## config.mk

```make
export PLATFORM = sky130hd
export DESIGN_NAME = twoWireMemSlave
export DESIGN_NICKNAME = d
export VERILOG_FILES = /design/src/rtl/twmPkg.sv /design/src/rtl/twmDatapath.sv /design/src/rtl/twmControl.sv /design/src/rtl/twoWireMemSlave.sv
export SDC_FILE = /design/constraint.sdc
export NUM_CORES = 1
export LEC_CHECK = 0
export ABC_AREA = 1
export BUFFER_PORTS_ARGS = -buffer_cell sky130_fd_sc_hd__buf_4
export CAP_MARGIN = 20
export CORE_AREA = 4 4 223 225
export DETAILED_ROUTE_END_ITERATION = 16
export DIE_AREA = 0 0 227 229
export PLACE_DENSITY = 0.84
export RECOVER_POWER = 100
export SLEW_MARGIN = 40
export SYNTH_ARGS = -nofsm -noshare
export SYNTH_HDL_FRONTEND = slang
export SYNTH_HIERARCHICAL = 1
export SYNTH_SLANG_ARGS = --single-unit
```

## constraint.sdc

```tcl
create_clock -name clk -period 4.6 [get_ports clk]
set_input_delay 0.92 -clock clk [delete_from_list [all_inputs] [get_ports clk]]
set_output_delay 0.92 -clock clk [all_outputs]
set_load 0.02 [all_outputs]
```

## src/rtl/twmPkg.sv

```systemverilog
package twmPkg;
  typedef enum logic [2:0] {
    ST_IDLE, ST_DEV, ST_WORD, ST_DATA, ST_WDONE, ST_TX, ST_SKIP, ST_BUSY
  } twmStateT;

  typedef struct packed {
    logic clrBit;
    logic incBit;
    logic shiftIn;
    logic loadWord;
    logic loadData;
    logic loadTx;
    logic shiftTx;
    logic commitWrite;
  } twmStrobeT;
endpackage

```

## src/rtl/twmDatapath.sv

```systemverilog
module twmDatapath
  import twmPkg::*;
#(
  parameter int ADDR_W      = 6,
  parameter int ID_W        = 4,
  parameter logic [ID_W-1:0] DEV_ID = 4'b1010,
  parameter int PROT_LO     = 48,
  parameter int PROT_HI     = 55,
  parameter int BUSY_CYCLES = 2000
) (
  input  logic              clk,
  input  logic              rst_n,
  input  logic              sclIn,
  input  logic              sdaIn,
  input  logic [6-ID_W:0]   selPins,
  input  twmStrobeT         st,
  output logic              sclRise,
  output logic              sclFall,
  output logic              startSeen,
  output logic              stopSeen,
  output logic              sdaNow,
  output logic [3:0]        bitCnt,
  output logic [7:0]        rxByte,
  output logic              idMatch,
  output logic              protHit,
  output logic              memMsb,
  output logic              txNext,
  output logic              busyDone
);
  localparam int DEPTH = 1 << ADDR_W;
  localparam int SEL_W = 7 - ID_W;
  localparam int BCW   = $clog2(BUSY_CYCLES + 1);

  logic [2:0] sclSh, sdaSh;
  logic [7:0] rxShift, txShift, dataReg;
  logic [ADDR_W-1:0] wordAddr;
  logic [BCW-1:0] busyCnt;
  logic [7:0] memArr [DEPTH];

  // two-stage synchroniser plus one history stage for edge detection
  always_ff @(posedge clk or negedge rst_n) begin
    if (!rst_n) begin
      sclSh <= '1;
      sdaSh <= '1;
    end else begin
      sclSh <= {sclSh[1:0], sclIn};
      sdaSh <= {sdaSh[1:0], sdaIn};
    end
  end

  assign sdaNow    = sdaSh[1];
  assign sclRise   = sclSh[1] & ~sclSh[2];
  assign sclFall   = ~sclSh[1] & sclSh[2];
  assign startSeen = sclSh[1] & sclSh[2] & sdaSh[2] & ~sdaSh[1];
  assign stopSeen  = sclSh[1] & sclSh[2] & ~sdaSh[2] & sdaSh[1];

  always_ff @(posedge clk or negedge rst_n) begin
    if (!rst_n) begin
      bitCnt   <= '0;
      rxShift  <= '0;
      txShift  <= '0;
      dataReg  <= '0;
      wordAddr <= '0;
    end else begin
      if (st.clrBit)        bitCnt <= '0;
      else if (st.incBit)   bitCnt <= bitCnt + 4'd1;
      if (st.shiftIn)       rxShift <= {rxShift[6:0], sdaNow};
      if (st.loadData)      dataReg <= rxShift;
      if (st.loadWord)      wordAddr <= rxShift[ADDR_W-1:0];
      else if (st.loadTx)   wordAddr <= wordAddr + 1'b1;
      if (st.loadTx)        txShift <= memArr[wordAddr];
      else if (st.shiftTx)  txShift <= {txShift[6:0], 1'b0};
    end
  end

  // register-file array, one generated row per word
  for (genvar w = 0; w < DEPTH; w++) begin : gRow
    always_ff @(posedge clk or negedge rst_n) begin
      if (!rst_n)
        memArr[w] <= '0;
      else if (st.commitWrite && wordAddr == ADDR_W'(w))
        memArr[w] <= dataReg;
    end
  end

  // write-busy timer
  always_ff @(posedge clk or negedge rst_n) begin
    if (!rst_n)
      busyCnt <= '0;
    else if (st.commitWrite)
      busyCnt <= BCW'(BUSY_CYCLES);
    else if (busyCnt != '0)
      busyCnt <= busyCnt - 1'b1;
  end

  assign busyDone = (busyCnt == BCW'(1));
  assign rxByte   = rxShift;
  assign idMatch  = (rxShift[7 -: ID_W] == DEV_ID) && (rxShift[SEL_W:1] == selPins);
  assign protHit  = (int'(wordAddr) >= PROT_LO) && (int'(wordAddr) <= PROT_HI);
  assign memMsb   = memArr[wordAddr][7];
  assign txNext   = txShift[6];
endmodule

```

## src/rtl/twmControl.sv

```systemverilog
module twmControl
  import twmPkg::*;
(
  input  logic       clk,
  input  logic       rst_n,
  input  logic       sclRise,
  input  logic       sclFall,
  input  logic       startSeen,
  input  logic       stopSeen,
  input  logic       sdaNow,
  input  logic [3:0] bitCnt,
  input  logic       rxRw,
  input  logic       idMatch,
  input  logic       protHit,
  input  logic       memMsb,
  input  logic       txNext,
  input  logic       busyDone,
  output twmStrobeT  st,
  output logic       sdaLow,
  output logic       busyNow
);
  twmStateT state;
  logic ackOk, rwReg, mAck;
  logic rxState, live, ackNow, ackFall, endFall;

  assign rxState = (state == ST_DEV) || (state == ST_WORD) || (state == ST_DATA);
  assign live    = (state != ST_BUSY) && !startSeen && !stopSeen;
  assign ackFall = live && rxState && sclFall && (bitCnt == 4'd8);
  assign endFall = live && rxState && sclFall && (bitCnt == 4'd9);
  assign busyNow = (state == ST_BUSY);

  always_comb begin
    unique case (state)
      ST_DEV:  ackNow = idMatch;
      ST_WORD: ackNow = 1'b1;
      ST_DATA: ackNow = !protHit;
      default: ackNow = 1'b0;
    endcase
  end

  always_comb begin
    st = '0;
    st.commitWrite = stopSeen && (state == ST_WDONE);
    st.shiftIn  = live && rxState && sclRise && (bitCnt < 4'd8);
    st.loadWord = ackFall && (state == ST_WORD);
    st.loadData = ackFall && (state == ST_DATA) && ackNow;
    st.shiftTx  = live && (state == ST_TX) && sclFall && (bitCnt < 4'd7);
    st.loadTx   = (endFall && (state == ST_DEV) && ackOk && rwReg) ||
                  (live && (state == ST_TX) && sclFall && (bitCnt == 4'd9) && mAck);
    st.clrBit   = (startSeen && state != ST_BUSY) || endFall || st.loadTx;
    st.incBit   = st.shiftIn || ackFall ||
                  (live && (state == ST_TX) && sclFall && (bitCnt < 4'd8)) ||
                  (live && (state == ST_TX) && sclRise && (bitCnt == 4'd8));
  end

  always_ff @(posedge clk or negedge rst_n) begin
    if (!rst_n) begin
      state  <= ST_IDLE;
      sdaLow <= 1'b0;
      ackOk  <= 1'b0;
      rwReg  <= 1'b0;
      mAck   <= 1'b0;
    end else if (state == ST_BUSY) begin
      if (busyDone) state <= ST_IDLE;
    end else if (startSeen) begin
      state  <= ST_DEV;
      sdaLow <= 1'b0;
    end else if (stopSeen) begin
      sdaLow <= 1'b0;
      state  <= (state == ST_WDONE) ? ST_BUSY : ST_IDLE;
    end else if (ackFall) begin
      sdaLow <= ackNow;
      ackOk  <= ackNow;
      if (state == ST_DEV) rwReg <= rxRw;
    end else if (endFall) begin
      sdaLow <= 1'b0;
      if (!ackOk)
        state <= ST_SKIP;
      else begin
        unique case (state)
          ST_DEV: begin
            if (rwReg) begin
              state  <= ST_TX;
              sdaLow <= !memMsb;
            end else
              state <= ST_WORD;
          end
          ST_WORD: state <= ST_DATA;
          default: state <= ST_WDONE;
        endcase
      end
    end else if (state == ST_TX) begin
      if (sclFall && bitCnt < 4'd7)
        sdaLow <= !txNext;
      else if (sclFall && bitCnt == 4'd7)
        sdaLow <= 1'b0;
      else if (sclRise && bitCnt == 4'd8)
        mAck <= !sdaNow;
      else if (sclFall && bitCnt == 4'd9) begin
        if (mAck)
          sdaLow <= !memMsb;
        else
          state <= ST_SKIP;
      end
    end
  end
endmodule

```

## src/rtl/twoWireMemSlave.sv

```systemverilog
module twoWireMemSlave
  import twmPkg::*;
#(
  parameter int ADDR_W      = 6,
  parameter int ID_W        = 4,
  parameter logic [ID_W-1:0] DEV_ID = 4'b1010,
  parameter int PROT_LO     = 48,
  parameter int PROT_HI     = 55,
  parameter int BUSY_CYCLES = 2000
) (
  input  logic       clk,
  input  logic       rst_n,
  input  logic       sclIn,
  input  logic       sdaIn,
  input  logic [2:0] selPins,
  output logic       sdaDriveLow
);
  twmStrobeT  st;
  logic       sclRise, sclFall, startSeen, stopSeen, sdaNow;
  logic       idMatch, protHit, memMsb, txNext, busyDone, busyNow;
  logic [3:0] bitCnt;
  logic [7:0] rxByte;

  twmDatapath #(
    .ADDR_W(ADDR_W), .ID_W(ID_W), .DEV_ID(DEV_ID),
    .PROT_LO(PROT_LO), .PROT_HI(PROT_HI), .BUSY_CYCLES(BUSY_CYCLES)
  ) uData (
    .clk(clk), .rst_n(rst_n), .sclIn(sclIn), .sdaIn(sdaIn), .selPins(selPins),
    .st(st), .sclRise(sclRise), .sclFall(sclFall), .startSeen(startSeen),
    .stopSeen(stopSeen), .sdaNow(sdaNow), .bitCnt(bitCnt), .rxByte(rxByte),
    .idMatch(idMatch), .protHit(protHit), .memMsb(memMsb), .txNext(txNext),
    .busyDone(busyDone)
  );

  twmControl uCtrl (
    .clk(clk), .rst_n(rst_n), .sclRise(sclRise), .sclFall(sclFall),
    .startSeen(startSeen), .stopSeen(stopSeen), .sdaNow(sdaNow),
    .bitCnt(bitCnt), .rxRw(rxByte[0]), .idMatch(idMatch), .protHit(protHit),
    .memMsb(memMsb), .txNext(txNext), .busyDone(busyDone),
    .st(st), .sdaLow(sdaDriveLow), .busyNow(busyNow)
  );
endmodule

```

======== Word level (Yosys, flattened, before mapping) ========
Cells that the tools add are included.
word-level totals
  output and inout port bits .............. 1
  logic and storage cells ................. 352
  register bits ........................... 569
  input bits .............................. 7
cells by class
  bitwise gates (word level) .............. 19
  multiplexer cells ....................... 41
  add/subtract/negate cells ............... 3
  magnitude comparators ................... 5
  eq/ne operators ......................... 83
  reductions and logical operators ........ 124
operators by type and width
  cell                     number
  $eq A6 B6 Y1 const B     32
  $eq A6 B5 Y1 const B     16
  $logic_and A1 B1 Y1      94
  $bmux W8 S6              1
  $eq A6 B4 Y1 const B     8
  $mux W3                  15
  $eq A6 B3 Y1 const B     4
  $mux W11                 2
  $mux W8                  2
  $ne A5 B2 Y1 const B     3
  $reduce_bool A5 Y1       3
  $mux W7                  2
  $reduce_bool A7 Y1       2
  $mux W1                  13
  $eq A4 B4 Y1 const B     3
  $eq A6 B2 Y1 const B     2
  $mux W6                  2
  $eq A11 B1 Y1 const B    1
  $not A1 Y1               11
  $reduce_bool A11 Y1      1
  $sub A11 B1 Y11 const B  1
  $reduce_and A5 Y1        2
  $eq A3 B3 Y1 const B     3
  $reduce_and A9 Y1        1
  28 further kinds         51

======== Logic depth before layout (Yosys ltp) ========
Gate-level depths: netlist of the first run.
  depth after elaboration ................. 15
  gate-level depth with buffers ........... 22
  mapped depth without buffers ............ 19

======== By module ========
Netlist of the first run, hierarchy kept.
modules (own cells, without submodules)
  module       instances  seq. area each (um2)  cells each  area an instance (um2)
  twmDatapath  1          14071.0               3681        27582.7
  twmControl   1          175.2                 126         743.2

======== Worst setup path before layout of the first run ========
Ideal clock, no wire load.
  path kind ............................... input to register
  start ................................... input selPins[2]
  end ..................................... register uData.dataReg[5]
  slack ................................... 2.041 ns
  library setup time ...................... 0.136 ns
  arrival ................................. 2.423 ns
  path buffers ............................ 1
  stages .................................. 9
  cell sequence ........................... or2_2 -> o2111ai_1 -> a2111oi_0 -> nand2_1 -> nand2_1 -> inv_1 -> nor4_1 -> clkbuf_1 -> o21ai_0
RTL lines
  item                    RTL line               text
  start: declaration      twoWireMemSlave.sv:15  input logic [2:0] selPins,
  end signal: assignment  twmDatapath.sv:68      if (st.loadData) dataReg <= rxShift;
  end: declaration        twmDatapath.sv:35      logic [7:0] rxShift, txShift, dataReg;

======== Worst setup path after layout of the first run ========
  start ................................... register uData.wordAddr[0]
  end ..................................... register uCtrl.sdaLow
between the ends
  word-level cells in the longest chain between the ends .. 15
  elaborated cells between the ends (all ways) .. 23
  classes of those cells .................. order compare (2); mux (17); bitwise (1); reduce/logical (3)
RTL lines
  item                                RTL line                             text
  start: declaration                  twmDatapath.sv:36                    logic [ADDR_W-1:0] wordAddr;
  start signal: assignment            twmDatapath.sv:69                    if (st.loadWord) wordAddr <= rxShift[ADDR_W-1:0];
  start signal: assignment            twmDatapath.sv:70                    else if (st.loadTx) wordAddr <= wordAddr + 1'b1;
  $not A6 Y7 (not written as such) *  twmDatapath.sv:100                   assign memMsb = memArr[wordAddr][7];
  $bmux W8 S6 *                       twmDatapath.sv:100
  $mux W8 * (2 in a row)              n/a
  net memMsb                          twoWireMemSlave.sv:20                logic idMatch, protHit, memMsb, txNext, busyDone, busyNow;
  $logic_not A1 Y1 *                  twmControl.sv:84, twmControl.sv:101
  $mux W1                             twmControl.sv:100                    if (mAck)
  $mux W1                             twmControl.sv:99                     else if (sclFall && bitCnt == 4'd9) begin
  $mux W1                             twmControl.sv:97                     else if (sclRise && bitCnt == 4'd8)
  $mux W1                             twmControl.sv:95                     else if (sclFall && bitCnt == 4'd7)
  $mux W1                             twmControl.sv:93                     if (sclFall && bitCnt < 4'd7)
  $mux W1                             twmControl.sv:92                     end else if (state == ST_TX) begin
  $mux W1 *                           twmControl.sv:75                     end else if (endFall) begin
  $mux W1 *                           twmControl.sv:71                     end else if (ackFall) begin
  $mux W1 *                           twmControl.sv:68                     end else if (stopSeen) begin
  $mux W1 *                           twmControl.sv:65                     end else if (startSeen) begin
  end signal: assignment              twmControl.sv:72                     sdaLow <= ackNow;
  end signal: assignment              twmControl.sv:84                     sdaLow <= !memMsb;
  end signal: assignment              twmControl.sv:94                     sdaLow <= !txNext;
  end: declaration                    twmControl.sv:19                     output logic sdaLow,
Mark *: on every way through the listed nets, which the timed path passes. The rest lies on a longest branch. The select of a mux whose other input is x is not followed.
A chain may end at the register's enable or synchronous reset.

==> results of run 1 <==
worst max-delay path: stages, from the launching register on:
cell	delay, ns
dfrtp_4	0.76
inv_6	0.62
clkbuf_1	0.82
o21ai_0	0.21
o22ai_1	0.16
nand2_1	0.13
nand4_1	0.12
a21oi_1	0.09
nand2_1	0.18
inv_1	0.09
nand2_1	0.06
nor3_1	0.05
nand2_1	0.07
nand3_1	0.08
nand2_1	0.08
inv_1	0.04
nand2_1	0.06
nand2_1	0.06
kinds of logic (layout without fill, tap and decap cells):
kind of cell,after synthesis,count (layout),share of synthesized area [%]
and+or+nand+nor,1882,1882,27.63
buffers and inverters,704,636,10.09
xor gates and xnor gates,3,3,0.09278
adders and majority gates,7,7,0.3092
muxes,1,1,0.03534
DFF,569,569,50.29
AOI/OAI and AO/OA,641,641,11.55
where the power goes:
group	switching, W	leakage (nW)	internal [W]
Combinational	0.000388	5.80	0.000152
Sequential	0.000118	7.88	0.00512
Clock	0.00198	0.978	0.00291
layout make-up:
class                   instances  area share [%]
inverters                     487           6.079
well taps                     615           2.540
multi-input cells            2534           36.37
flip-flops and latches        569           47.05
repair buffers                 50           1.454
clock buffers                  73           5.340
clock inverters                26           1.169
worst paths after layout:
| check | from | end | slack, ns | cells after the start |
|---|---|---|---|---|
| worst max-delay path | uData/wordAddr[0] | uCtrl/sdaLow | 0.78 | 17 |
| worst min-delay path | uData/sclSh[0] | uData/sclSh[1] | 0.36 | 0 |
| worst max register to register | uData/wordAddr[0] | uCtrl/sdaLow | 0.78 | 17 |
| worst min register to register | uData/sclSh[0] | uData/sclSh[1] | 0.36 | 0 |
| max in group asynchronous | rst_n | uData/memArr[433] | 1.12 | 3 |
| min in group asynchronous | rst_n | uData/memArr[72] | 1.14 | 1 |
flip-flops by register name, indices dropped and copies added, names as in the netlist, 3 cells and up:
signal / flops
uData/dataReg: 8
uData/bitCnt: 4
uData/wordAddr: 6
uData/txShift: 7
uData/busyCnt: 11
uData/rxByte: 8
uData/memArr: 512
uData/sclSh: 3
uData/sdaSh: 3
uCtrl/state: 3
stage by stage:
step / worst slack [ns] / power, W
floorplan: 2.041 / 0.005642
global placement: 1.432 / 0.005862
detailed placement: 1.312 / 0.005888
CTS: 1.245 / 0.01074
global route: 0.4824 / 0.01103
finish: 0.7772 / 0.01067
layout by cell type, fill, tap and decap left out, drive strengths merged:
cell type,netlist,layout
a2111oi,1,1
a21boi,1,1
a21oi,36,36
buf,126,38
bufinv,0,8
clkbuf,91,85
clkinv,1,22
clkinvlp,0,2
dfrtp,563,563
dfstp,6,6
ha,7,7
inv,486,481
mux2i,1,1
nand2,1424,1424
nand3,208,208
nand3b,3,3
nand4,4,4
nor2,220,220
nor3,18,18
nor4,3,3
o2111ai,1,1
o211ai,3,3
o21ai,580,580
o221ai,6,6
o22ai,11,11
o31ai,2,2
or2,2,2
xnor2,1,1
xor2,2,2
metal layers:
layer  track usage (%)  vias up  wire length [um]
met4             10.72        0              2947
li1                  -    11542                 -
met3             5.391      200              6993
met1             41.78    11524             31260
met5                 0        -                 0
met2             45.04     1157             34080
==> flow_metrics.env, run 1 <==
export IMPL_start_kind="flop"
export IMPL_route_detailed_drc=0
export IMPL_worst_endpoint_required_ns=5.10
export IMPL_peakVddDrop_v=0.0004044
export IMPL_antenna_found_initial=0
export IMPL_fin_setup_tns_ns=0
export IMPL_grt_max_degree=142
export IMPL_clk_insertion_delay_late_ns=0.63
export IMPL_cts_path_max_buffers=3
export IMPL_syn_inst=3807
export IMPL_gp_congestion=0.9721
export IMPL_port_buffer_count=7
export IMPL_synth_edf_count=0
export IMPL_drt_initial_drc_count=2919
export IMPL_synth_area_um2=28330
export IMPL_slew_violations=40
export IMPL_cts_buffers=56
export IMPL_avgSynthCellArea_um2=7.440
export IMPL_cts_resized_gates=0
export IMPL_end_kind="flop"
export IMPL_grt_pass1_vias=23262
export IMPL_final_nets=3712
export IMPL_cts_htree_levels=2
export IMPL_ys_top_cells_by_area="dfrtp_1 50%, nand2_1 18%, o21ai_0 7.4%"
export IMPL_tightest_slew_ns=2.638
export IMPL_io_pins=8
export IMPL_hold_violations=0
export IMPL_root_buffer="clkbuf_16"
export IMPL_routed_via_density=5.609
export IMPL_critPathMaxFanout=79
export IMPL_drt_wl_total_um=75270
export IMPL_synthFlopType="dfrtp_1"
export IMPL_seqCellArea_um2=14250
export IMPL_diodes=0
export IMPL_drtAntennaViolNets=0
export IMPL_cts_tree="yes"
export IMPL_hold_buffers=0
export IMPL_min_period_ns=3.823
export IMPL_violations="max-capacitance violations, max-slew violations"
export IMPL_synth_most_common_cell="nand2_1"
export IMPL_multi_input_area_um2=11020
export IMPL_yosysWarnings=6
export IMPL_finish_utilization_pct=63.72
export IMPL_globalRouteTotalUtil_pct=29.21
export IMPL_hold_path_class="reg2reg"
export IMPL_final_cells=4354
export IMPL_setup_viol=0
export IMPL_yosysTopAreaCell="dfrtp_1"
export IMPL_drv_cap=2
export IMPL_synth_top_cell_area_share_pct=49.74
export IMPL_firstDrtPassIters=6
export IMPL_leakage_nw=14.66
export IMPL_rows=80
export IMPL_vias=24423
export IMPL_overflow=0
export IMPL_clkTransAtPathRegs_ns=0.06
export IMPL_initial_utilization_pct=59.58
export IMPL_grt_pass1_wl_um=123000
export IMPL_post_cts_buffers=0
export IMPL_ys_ff_latch=569
export IMPL_holdWs_ns=0.3634
export IMPL_power_density_nw_per_um2=352.3
export IMPL_placed_cells=4255
export IMPL_dpl_hpwl_um=47620
export IMPL_die_w_um=227
export IMPL_async_flop_share_pct=100.0
export IMPL_syn2layout_area_growth_pct=6.957
export IMPL_drive_gt1_share_pct=5.483
export IMPL_core_um2=47550
export IMPL_die_area_um2=51980
export IMPL_slew_headroom_pct=-75.85
export IMPL_ys_types=41
export IMPL_worstPathArrival_ns=4.33
export IMPL_yosysSeqAreaShare_pct=50.29
export IMPL_final_fill_count=3963
export IMPL_fin_crit_sh_pct=83.10
export IMPL_synth_nets=3821
export IMPL_synth_common_cells="1387 x nand2_1, 563 x dfrtp_1, 464 x inv_1"
export IMPL_placed_area_um2=28600
export IMPL_path_class="reg2reg"
export IMPL_rsz0062_at_grt="false"
export IMPL_fmax_ghz=0.2616
export IMPL_fin_skew_ns=0.01997
export IMPL_clock_sinks=569
export IMPL_status="complete, but fails checks"
export IMPL_fin_area_um2=30300
export IMPL_die_h_um=229
export IMPL_wl_per_cell_um=17.29
Note: power is estimated with default switching activity, not from simulation.
==> run 2: changes to the inputs <==
==> constraint.sdc (replaced) <==
create_clock -name clk -period 3.7 [get_ports clk]
set_input_delay 0.74 -clock clk [delete_from_list [all_inputs] [get_ports clk]]
set_output_delay 0.74 -clock clk [all_outputs]
set_load 0.02 [all_outputs]
==> run 2 against run 1 <==
Compared with the run above:
- the run still ends with max-capacitance violations, max-slew violations left
- sequential power is 24% higher
- cell count is 0.44% higher
- global-route usage is 0.15 points higher
- non-clock buffer count is 10 higher
- combinational power is 27% higher
- count of clock-buffer cells in the layout is 7 higher
- die area stayed put
- worst setup slack worse by 0.37 ns
- sequential share of layout area is 0.35 points lower
- critical endpoint is now uData/memArr[83]
- largest power group unchanged
==> flow_metrics.env, run 2 (synthesis results as in run 1) <==
export IMPL_power_switching_w=0.003166
export IMPL_path_delay_family="simple AND/OR/NAND/NOR gates"
export IMPL_worstPathArrival_ns=3.74
export IMPL_rsz0062_at_grt="false"
export IMPL_violations="max-capacitance violations, max-slew violations"
export IMPL_post_cts_buffers=0
export IMPL_route_detailed_drc=0
export IMPL_p_int_w=0.01016
export IMPL_core_um2=47550
export IMPL_overflow=0
export IMPL_largest_reg_flops=512
export IMPL_slew_headroom_pct=-55.48
export IMPL_initial_utilization_pct=59.58
export IMPL_drt_wl_total_um=75650
export IMPL_reg_top3="uData/memArr: 512 flops, uData/busyCnt: 11 flops"
export IMPL_slew_violations=29
export IMPL_drt_initial_drc_count=2810
export IMPL_fmax_ghz=0.3033
export IMPL_die_area_um2=51980
export IMPL_grt_max_degree=142
export IMPL_routed_via_density=5.598
export IMPL_final_cell_mix="1420 x nand2_1, 561 x dfrtp_1, 551 x o21ai_0, 460 x inv_1, 208 x nand3_1"
export IMPL_hold_buffers=0
export IMPL_drive_gt1_share_pct=6.227
export IMPL_grt_pass1_wl_um=123300
export IMPL_status="complete, but fails checks"
export IMPL_power_frac_clock_pct=46.0
export IMPL_power_w=0.01333
export IMPL_top_register="uData/memArr"
export IMPL_die_w_um=227
export IMPL_clock_sinks=569
export IMPL_path_class="reg2reg"
export IMPL_slowest_stage="nor3_2"
export IMPL_worst_endpoint_required_ns=4.14
export IMPL_swShare_pct=23.75
export IMPL_diodes=0
export IMPL_seqPwrFrac_pct=48.9
export IMPL_tightest_slew_ns=2.332
export IMPL_vias=24480
export IMPL_root_buffer="clkbuf_16"
export IMPL_r2r_setup_slack_ns=0.40
export IMPL_globalRouteTotalUtil_pct=29.36
export IMPL_antenna_found_initial=0
export IMPL_clkTransAtPathRegs_ns=0.06
export IMPL_peakVddDrop_v=0.0004288
export IMPL_critPathMaxFanout=16
export IMPL_fin_skew_ns=0.03364
export IMPL_final_nets=3724
export IMPL_fin_setup_tns_ns=0
export IMPL_drv_cap=1
export IMPL_die_h_um=229
export IMPL_cts_htree_levels=2
export IMPL_drtAntennaViolNets=0
export IMPL_hold_violations=0
export IMPL_firstDrtPassIters=8
export IMPL_end_kind="flop"
export IMPL_final_common_cell="nand2_1"
export IMPL_syn2layout_area_growth_pct=7.743
export IMPL_min_period_ns=3.297
export IMPL_gp_congestion=0.9578
export IMPL_setup_viol=0
export IMPL_port_buffer_count=7
export IMPL_cts_buffers=58
export IMPL_cts_tree="yes"
export IMPL_power_density_nw_per_um2=436.8
export IMPL_clk_insertion_delay_late_ns=0.64
export IMPL_io_pins=8
export IMPL_leakage_nw=14.70
export IMPL_cts_resized_gates=0
export IMPL_hold_path_class="in2reg"
export IMPL_fin_crit_sh_pct=89.11
export IMPL_grt_pass1_vias=23526
export IMPL_rows=80
export IMPL_wl_per_cell_um=17.30
export IMPL_start_kind="flop"
export IMPL_cts_path_max_buffers=3
export IMPL_power_frac_comb_pct=5.2
export IMPL_dpl_hpwl_um=47390
export IMPL_cp_num_buf_inv=3
export IMPL_slowest_delay_ns=0.69
export IMPL_path_cells="nand2_1, nor2_1, inv_1, nor2_1, inv_2, nor2_4, inv_2, nor3_2, o21ai_0"
[run 2: final cells by class]
cell class,count,area [um^2]
Clock inverter,28,341.6
Fill cell,3901,17030
Sequential cell,569,14250
Inverter,487,1842
Tap cell,615,769.5
Clock buffer,80,1677
Timing Repair Buffer,60,583.1
Multi-Input combinational cell,2534,11050
[run 2: path summary, 6_finish.rpt]
| path | startpoint | endpoint | depth (start not counted) |
|---|---|---|---|
| worst max-delay path | uData/sdaSh[1] | uData/memArr[83] | 9 |
| worst min-delay path | sdaIn | uData/sdaSh[0] | 1 |
| worst max register to register | uData/sdaSh[1] | uData/memArr[83] | 9 |
| worst min register to register | uData/sdaSh[0] | uData/sdaSh[1] | 0 |
| max in group asynchronous | rst_n | uData/memArr[127] | 3 |
| min in group asynchronous | rst_n | uData/memArr[387] | 2 |
[run 2: power by group through the flow]
stage / Sequential [W] / Clock, W / Combinational (W)
after floorplan: 0.00659 / 0 / 0.000428
after global placement: 0.00662 / 0 / 0.000690
after detailed placement: 0.00662 / 0 / 0.000712
after CTS: 0.00651 / 0.00621 / 0.000715
after global routing: 0.00653 / 0.00649 / 0.000787
final: 0.00651 / 0.00613 / 0.000687
[run 2: metal layers]
metal	vias up	GRT usage [%]	share of wire [%]
met5	-	0	0
met4	0	12.16	4.2
met3	212	5.929	9.2
met2	1106	45.25	46
met1	11595	41.05	41
li1	11567	-	-
[run 2: worst register-to-register path: cells and delay by family, from the launching register on]
kind | cells | cell delay (ns)
AND/OR/NAND/NOR | 5 | 1.74
flip-flops | 1 | 0.61
buffers and inverters | 3 | 0.57
AO/OA/AOI/OAI | 1 | 0.19
[run 2: stage by stage]
stage | hold slack, ns | instances | area [um^2] | util, % | worst slack [ns]
detailed placement | 0.3494 | 4263 | 28670 | 60.31 | 0.6290
global route | 0.1959 | 4373 | 30520 | 64.19 | 0.1514
floorplan | 0.3452 | 3807 | 28330 | - | 1.321
finish | 0.2137 | 4373 | 30520 | 64.19 | 0.4030
CTS | 0.1912 | 4371 | 30690 | 64.55 | 0.5952
global placement | 0.3463 | 4263 | 28670 | 60.30 | 0.7443
